[config.mk]
export PLATFORM = sky130hd
export DESIGN_NAME = amode_exec
export DESIGN_NICKNAME = d
export VERILOG_FILES = /design/src/rtl/amode_pkg.sv /design/src/rtl/amode_agen.sv /design/src/rtl/amode_alu.sv /design/src/rtl/amode_exec.sv
export SDC_FILE = /design/constraint.sdc
export NUM_CORES = 1
export LEC_CHECK = 0
export BUFFER_PORTS_ARGS = -buffer_cell sky130_fd_sc_hd__buf_2
export CORE_MARGIN = 10
export CORE_UTILIZATION = 42
export CTS_BUF_LIST = sky130_fd_sc_hd__clkbuf_16
export DETAILED_ROUTE_END_ITERATION = 6
export GPL_ROUTABILITY_DRIVEN = 1
export PLACE_DENSITY = 0.66
export SETUP_SLACK_MARGIN = 0.15
export SLEW_MARGIN = 20
export SYNTH_ARGS = -nofsm -noshare
export SYNTH_HDL_FRONTEND = slang
export SYNTH_SLANG_ARGS = --single-unit
[constraint.sdc]
create_clock -name clk -period 5.4 [get_ports clk]
set_input_delay 0.54 -clock clk [delete_from_list [all_inputs] [get_ports clk]]
set_output_delay 0.54 -clock clk [all_outputs]
set_load 0.01 [all_outputs]
[src/rtl/amode_pkg.sv]
package amode_pkg;
    localparam int unsigned DW = 8;

    localparam logic [1:0] OP_MOV = 2'd0;
    localparam logic [1:0] OP_ADD = 2'd1;
    localparam logic [1:0] OP_MVI = 2'd2;

    localparam logic [2:0] AM_DIMM = 3'd0;
    localparam logic [2:0] AM_XIMM = 3'd1;
    localparam logic [2:0] AM_DD   = 3'd2;
    localparam logic [2:0] AM_ILD  = 3'd3;
    localparam logic [2:0] AM_IST  = 3'd4;

    typedef enum logic [2:0] {S_IDLE, S_RDA, S_MID, S_LAST, S_ILL} st_e;

    typedef struct packed {
        st_e           st;
        logic [1:0]    op;
        logic [2:0]    md;
        logic          sp;
        logic [DW-1:0] o1;
        logic [DW-1:0] o2;
        logic [DW-1:0] ptr;
        logic [DW-1:0] a;
        logic [DW-1:0] x;
        logic          cf;
        logic          zf;
        logic          done;
        logic          ill;
    } ctx_t;

    function automatic logic pair_ok(logic [1:0] op, logic [2:0] md, logic sp);
        case (md)
            AM_DIMM, AM_XIMM: pair_ok = (op == OP_MOV) || (op == OP_ADD);
            AM_DD:            pair_ok = (op == OP_MOV) && !sp;
            AM_ILD, AM_IST:   pair_ok = (op == OP_MVI);
            default:          pair_ok = 1'b0;
        endcase
    endfunction
endpackage

[src/rtl/amode_agen.sv]
module amode_agen #(
    parameter int unsigned W = 8
) (
    input  logic [W-1:0] base,
    input  logic [W-1:0] idx,
    input  logic         idx_en,
    input  logic [W-1:0] ptr,
    output logic [W-1:0] tgt,
    output logic [W-1:0] ptr_nxt
);
    always_comb begin
        tgt     = base + (idx_en ? idx : '0);
        ptr_nxt = ptr + W'(1);
    end
endmodule

[src/rtl/amode_alu.sv]
module amode_alu #(
    parameter int unsigned W = 8
) (
    input  logic [W-1:0] lhs,
    input  logic [W-1:0] rhs,
    output logic [W-1:0] sum,
    output logic         cout,
    output logic         zf
);
    always_comb begin
        {cout, sum} = {1'b0, lhs} + {1'b0, rhs};
        zf          = (sum == '0);
    end
endmodule

[src/rtl/amode_exec.sv]
module amode_exec
    import amode_pkg::*;
(
    input  logic          clk,
    input  logic          rst_n,
    input  logic          start,
    input  logic [1:0]    op,
    input  logic [2:0]    mode,
    input  logic          reg_space,
    input  logic [DW-1:0] opnd1,
    input  logic [DW-1:0] opnd2,
    input  logic          a_we,
    input  logic [DW-1:0] a_wdata,
    input  logic          x_we,
    input  logic [DW-1:0] x_wdata,
    input  logic [DW-1:0] mem_rdata,
    output logic          mem_req,
    output logic          mem_we,
    output logic          mem_reg,
    output logic [DW-1:0] mem_addr,
    output logic [DW-1:0] mem_wdata,
    output logic          busy,
    output logic          done,
    output logic          illegal,
    output logic [DW-1:0] acc,
    output logic [DW-1:0] xreg,
    output logic          carry,
    output logic          zero
);
    ctx_t c_q, c_d;

    logic [DW-1:0] tgt, ptr_nxt, sum;
    logic          add_c, add_z, imm_md;

    assign imm_md = (c_q.md == AM_DIMM) || (c_q.md == AM_XIMM);

    amode_agen #(.W(DW)) u_agen (
        .base(c_q.o1), .idx(c_q.x), .idx_en(c_q.md == AM_XIMM),
        .ptr(c_q.ptr), .tgt(tgt), .ptr_nxt(ptr_nxt)
    );

    amode_alu #(.W(DW)) u_alu (
        .lhs(mem_rdata), .rhs(c_q.o2), .sum(sum), .cout(add_c), .zf(add_z)
    );

    always_comb begin
        c_d       = c_q;
        c_d.done  = 1'b0;
        c_d.ill   = 1'b0;
        mem_req   = 1'b0;
        mem_we    = 1'b0;
        mem_reg   = 1'b0;
        mem_addr  = '0;
        mem_wdata = '0;
        case (c_q.st)
            S_IDLE: begin
                if (a_we) c_d.a = a_wdata;
                if (x_we) c_d.x = x_wdata;
                if (start) begin
                    c_d.op = op;
                    c_d.md = mode;
                    c_d.sp = reg_space;
                    c_d.o1 = opnd1;
                    c_d.o2 = opnd2;
                    if (!pair_ok(op, mode, reg_space))
                        c_d.st = S_ILL;
                    else if (op == OP_MOV && (mode == AM_DIMM || mode == AM_XIMM))
                        c_d.st = S_LAST;
                    else
                        c_d.st = S_RDA;
                end
            end
            S_RDA: begin
                mem_req  = 1'b1;
                mem_reg  = imm_md ? c_q.sp : 1'b0;
                mem_addr = imm_md ? tgt : (c_q.md == AM_DD ? c_q.o2 : c_q.o1);
                c_d.st   = S_MID;
            end
            S_MID: begin
                mem_req = 1'b1;
                if (imm_md) begin
                    mem_we    = 1'b1;
                    mem_reg   = c_q.sp;
                    mem_addr  = tgt;
                    mem_wdata = sum;
                    c_d.cf    = add_c;
                    c_d.zf    = add_z;
                    c_d.done  = 1'b1;
                    c_d.st    = S_IDLE;
                end else if (c_q.md == AM_DD) begin
                    mem_we    = 1'b1;
                    mem_addr  = c_q.o1;
                    mem_wdata = mem_rdata;
                    c_d.done  = 1'b1;
                    c_d.st    = S_IDLE;
                end else begin
                    c_d.ptr   = mem_rdata;
                    mem_we    = (c_q.md == AM_IST);
                    mem_addr  = mem_rdata;
                    mem_wdata = c_q.a;
                    c_d.st    = S_LAST;
                end
            end
            S_LAST: begin
                mem_req  = 1'b1;
                mem_we   = 1'b1;
                c_d.done = 1'b1;
                c_d.st   = S_IDLE;
                if (imm_md) begin
                    mem_reg   = c_q.sp;
                    mem_addr  = tgt;
                    mem_wdata = c_q.o2;
                end else begin
                    if (c_q.md == AM_ILD) c_d.a = mem_rdata;
                    mem_addr  = c_q.o1;
                    mem_wdata = ptr_nxt;
                end
            end
            S_ILL: begin
                c_d.done = 1'b1;
                c_d.ill  = 1'b1;
                c_d.st   = S_IDLE;
            end
            default: c_d.st = S_IDLE;
        endcase
    end

    always_ff @(posedge clk) begin
        if (!rst_n) begin
            c_q    <= '0;
            c_q.st <= S_IDLE;
        end else begin
            c_q <= c_d;
        end
    end

    assign busy    = (c_q.st != S_IDLE);
    assign done    = c_q.done;
    assign illegal = c_q.ill;
    assign acc     = c_q.a;
    assign xreg    = c_q.x;
    assign carry   = c_q.cf;
    assign zero    = c_q.zf;


    done_pulse_chk: assert property (@(posedge clk) disable iff (!rst_n)
        done |=> !done);


    illegal_quiet_chk: assert property (@(posedge clk) disable iff (!rst_n)
        (done && illegal) |-> !$past(mem_req));


    flags_hold_chk: assert property (@(posedge clk) disable iff (!rst_n)
        (busy && c_q.op != OP_ADD) |=> $stable({carry, zero}));


    busy_latch_chk: assert property (@(posedge clk) disable iff (!rst_n)
        busy |=> $stable({c_q.op, c_q.md, c_q.sp, c_q.o1, c_q.o2}));


    dd_ram_chk: assert property (@(posedge clk) disable iff (!rst_n)
        (busy && c_q.md == AM_DD && mem_req) |-> !mem_reg);


    rmw_same_addr_chk: assert property (@(posedge clk) disable iff (!rst_n)
        (c_q.st == S_MID && imm_md) |-> (mem_we && mem_addr == $past(mem_addr)));
endmodule

## After elaboration in Yosys (flattened, before gate mapping)

Cells that the tools add are included.

- Logic and storage cells: 92
- Output and inout bits: 40
- Input bits: 51
- Bits in registers: 53

- Equal/unequal tests: 18
- Mux-type cells: 34
- Add/sub/neg operators: 3
- Reduce and logical (&&, ||, !) cells: 22
- Bitwise logic cells: 2

Operators by type and width:

| kind | number |
|---|---|
| 8-bit 2-to-1 mux | 12 |
| 8-bit one-hot mux with 2 select lines | 2 |
| 25-bit 2-to-1 mux | 1 |
| 8-bit one-hot mux with 3 select lines | 1 |
| 3-bit by 2-bit == test with 1-bit output (second input constant) | 6 |
| 1-bit 2-to-1 mux | 10 |
| 8-bit by 8-bit adder with 9-bit output | 1 |
| 3-bit by 1-bit == test with 1-bit output (second input constant) | 3 |
| 3-bit == test (second input constant) | 3 |
| 3-bit zero test | 3 |
| 3-bit one-hot mux with 3 select lines | 1 |
| 8-bit by 1-bit adder with 8-bit output (second input constant) | 1 |
| 8-bit adder | 1 |
| 8-bit zero test | 1 |
| 2-bit != test (second input constant) | 4 |
| 3-bit 2-to-1 mux | 2 |
| 2-bit AND reduction | 3 |
| 2-bit OR reduction | 3 |
| 2-bit 2-to-1 mux | 2 |
| 1-bit one-hot mux with 2 select lines | 2 |
| 4-bit AND reduction | 1 |
| 1-bit logical OR | 3 |
| 1-bit one-hot mux with 3 select lines | 1 |
| 3-bit AND reduction | 1 |
| other kinds (9) | 11 |

## Depth between registers and ports, before layout

- Word-level depth: 8
- Mapped depth: 12
- Gate-level depth less buffers: 9

## Modules after synthesis

Synthesis repeated with hierarchy kept, for this count alone.

- Cell total of the unflattened synthesis: 509
- Area total of the unflattened synthesis: 3,956.3 um^2

By module, submodules not included:

| module | instances | cells each | area an instance (um^2) | seq. area each (um^2) |
|---|---|---|---|---|
| amode_exec | 1 | 407 | 3,183.1 | 1,021.0 |
| amode_agen | 1 | 61 | 444.2 | 0.0 |
| amode_alu | 1 | 41 | 329.1 | 0.0 |

## Worst setup path before layout

No wires, ideal clock.

- Path kind: reg2out
- From: register c_q[47] in the netlist's numbering
- To: output mem_addr[7]
- Slack: 2,104 ps
- Arrival: 2,756 ps
- Buffers on the path: 3
- Cell stages (with the launch flop): 12
- Data required time: 4,860 ps
- Cell sequence: dfxtp_1 -> buf_4 -> nor2_2 -> clkbuf_1 -> clkbuf_1 -> and3_1 -> ha_1 -> a21o_1 -> a21o_1 -> a2111oi_0 -> or4_1 -> o2111a_1

- Cells in the longest elaborated chain, start to end: 5
- Elaborated cells between the ends (all ways): 12
- Those cells by class: 1 x add/sub; 2 x eq/ne; 7 x mux; 2 x reduce/logical

Ends and longest elaborated chain:

| what | line | source |
|---|---|---|
| start: declaration | amode_exec.sv:30 | `ctx_t c_q, c_d;` |
| 3-bit by 1-bit == test with 1-bit output | amode_exec.sv:35, amode_exec.sv:38 |  |
| 8-bit 2-to-1 mux | amode_agen.sv:12 | `tgt = base + (idx_en ? idx : '0);` |
| 8-bit adder | amode_agen.sv:12 |  |
| 8-bit 2-to-1 mux, on equally long branches | amode_exec.sv:109, amode_exec.sv:76, amode_exec.sv:81 |  |
| 8-bit one-hot mux with 3 select lines (*) | amode_exec.sv:55 | `case (c_q.st)` |
| end: declaration | amode_exec.sv:20 | `output logic [DW-1:0] mem_addr,` |

Mark *: on every way between the ends. The rest lies on a longest branch, timed or not.

## Worst setup path in the final report

Ends and elaborated chain as after synthesis.

==> run summary <==
Status: finished, final reports clean
Via count: 3619
Most frequent cells in the layout: 90 x buf_2, 89 x nand2_1, 59 x a21oi_1
Cell variety after synth: 54
Antenna violations before repair: 0
Post-Route WL: 11030 µm
DR iter-0 viols: 229
WHS: 455.4 ps
CP Max Fanout: 11
Clock buffer depth: 2
Post-synth EDFFs: 0
Logic pwr share: 20.0%
CTS tree: built
Total CTS buffers: 5
Die Span Y: 112.0 µm
Routed Antenna Nets: 0
Starting Density: 43.25%
GRT Resource Usage Total: 16.99%
Max-cap viol count: 0
Crit path DAT: 2950 ps
Startpoint types: register
# rows: 33
Die width: 112.0 µm
Post-CTS sizing: 0
Post-Layout Cell Count: 638
Worst-path clk slew: 60 ps
Largest family of logic cells by synthesized area: compound AO/OA/AOI/OAI gates
First-pass GRT wire length: 18180 µm
HP Start: c_q[44]
Post-synthesis mux area share: 2.289%
Final worst-path cycle share: 64.66%
Gate Count Post-Synth: 481
Post-Syn Area: 3553 µm²
Hold_buf cts: 0
Most common cell after layout, fill and taps aside: buf_2
Via density: 5.672
Worst Setup SP: c_q[47]
RSZ-0062 raised after global routing: false
Async SR Flop Fraction: 0%
CTS sink count: 51
Layout cell share with drive strength beyond 1: 20.26%
Switching part of the total: 28.90%
Largest net degree at the start of global routing: 48
Worst-margin pin slew: 882.0 ps
Number of global-route vias before repair: 3585
Overall power: 967.0 µW
GPL Wtd Cong: 0.8696
Post-Synth Simple-Gate Area: 23.10%
CTS H-tree lvls: 2
Placed cell area: 3897 µm²
Synthesized area per cell: 7.388 µm²
Critical path endpoint category: output pin
WS Path Type: reg2out
Clk Latency, worst-skew pair: 290 ps
Post-Synth Adder-Cell Area: 6.761%
Storage cell area: 1021 µm²
Clock Power Share: 36.2%
Num ports: 91
Pleak: 1.831 nW
Yosys warns: 0
DR pass1 iterations: 5
FF-to-FF Start: c_q[51]
Most used DFF post-synth: dfxtp_1
Final setup fails: 0
Number of fillers in the final layout: 852
Max-slew violations: 0
Hold Path Class: reg2reg
Slew headroom: 41.20%
Final Net Count: 602
Post-Synth XOR/XNOR Area: 3.697%
Clock skew: 8.081 ps
Final Hold Fails: 0
Final Instance Area: 4056 µm²
Power Dens Cells: 238.4 nW/µm²
CTS root buf: clkbuf_16
Fmax: 286.4 MHz
Min Tclk post-route: 3492 ps
Sequential cell area fraction in the yosys report: 28.73%
Total grt overflow: 0
Placeable Area: 8217 µm²
IO Port Bufs: 90
Net Sw Power: 279.4 µW
Syn nets: 550
Sequential fraction of design power: 43.8%
Placed Cells: 631
Internal power: 687.5 µW
WL per Instance: 17.29 µm
Post-CTS setup buffer count: 0
DRC: 0
P&R area growth vs syn: 14.15%
Area of the multi-input gates: 2242 µm²
ANT cells: 0
Detailed Place HPWL: 8457 µm
VDD IR-drop max: 0.1252 mV
Die Area: 12540 µm²
Post-synthesis compound-gate area fraction: 27.15%
Required time of the worst setup path: 4860 ps
Setup TNS: 0 ps
Flops & latches, synth: 51
-- area by class of cell --
class	instances	share of cell area, %
Clock buffer	5	3.085
Multi-Input combinational cell	373	55.27
Clock inverter	2	0.8328
Inverter	10	0.9254
Timing Repair Buffer	92	11.47
Tap cell	105	3.239
Sequential cell	51	25.17
-- final timing paths --
check,endpoint,slack [ps],cells past startpoint
hold reg to reg,c_q[44],460,2
setup reg to reg,zero,2830,5
hold / removal,c_q[44],460,2
setup / recovery,mem_addr[7],1910,9
-- routing by layer --
layer	routed length, µm	part of all wire (%)	track usage (%)	up-vias
met1	5058	46	21.99	1657
li1	-	-	-	1802
met3	822	7.4	4.455	16
met2	4963	45	27.51	144
met5	0	0	0	-
met4	189	1.7	3.976	0
-- synthesized netlist by cell type, drive strengths merged, types with 3 or more instances --
| cell type | n | area share, % |
|---|---|---|
| a211oi | 5 | 1.1 |
| a21o | 10 | 2.1 |
| a21oi | 60 | 8.5 |
| a221oi | 8 | 2.0 |
| a311oi | 6 | 1.5 |
| and2 | 3 | 0.53 |
| and3 | 12 | 2.1 |
| buf | 23 | 4.6 |
| clkbuf | 24 | 2.6 |
| dfxtp | 51 | 29 |
| ha | 16 | 5.6 |
| inv | 10 | 1.1 |
| mux2i | 7 | 2.0 |
| nand2 | 90 | 9.6 |
| nand3 | 5 | 0.70 |
| nor2 | 43 | 4.6 |
| nor3 | 8 | 1.1 |
| nor3b | 4 | 1.4 |
| o211ai | 6 | 1.3 |
| o21ai | 31 | 4.5 |
| o221ai | 6 | 1.5 |
| o22ai | 6 | 1.1 |
| o31ai | 3 | 1.0 |
| or4 | 3 | 0.63 |
| xnor2 | 10 | 2.5 |
| xor2 | 5 | 1.2 |
-- power by group through the flow --
| stage | Clock (mW) | Sequential [mW] | Combinational [mW] |
|---|---|---|---|
| 6_report | 0.350 | 0.423 | 0.193 |
| 5_1_grt | 0.375 | 0.427 | 0.218 |
| 4_1_cts | 0.354 | 0.423 | 0.194 |
| 3_5_place_dp | 0 | 0.432 | 0.193 |
| 3_3_place_gp | 0 | 0.431 | 0.190 |
| 2_1_floorplan | 0 | 0.417 | 0.149 |
-- registers in the layout, indices dropped and copies added, names as in the netlist --
signal and flops:
done 1, illegal 1, xreg 8, c_q 31
zero 1, acc 8, carry 1
-- per-stage QoR --
stage | setup WS (ps) | utilization [%]
floorplan | 2104 | -
global placement | 2299 | 47.43
detailed placement | 2227 | 47.43
CTS | 1908 | 49.37
global route | 1708 | 49.37
finish | 1908 | 49.37
-- cell families (layout without fill, tap and decap cells) --
logic type      count (synthesis)  after routing
buf+inv                        57            109
compound gates                152            152
xor+xnor                       15             15
simple gates                  180            180
flops                          51             51
mux                             8              8
fa+ha+maj                      18             18
-- worst max-delay path: stages, from the launching register on --
cell,delay (ps)
dfxtp_1,580
nor2_2,120
and3_1,230
ha_1,270
a21o_1,150
a21o_1,200
a2111oi_0,620
or4_1,200
o2111a_1,160
buf_2,130
Note: power is estimated with default switching activity, not from simulation.
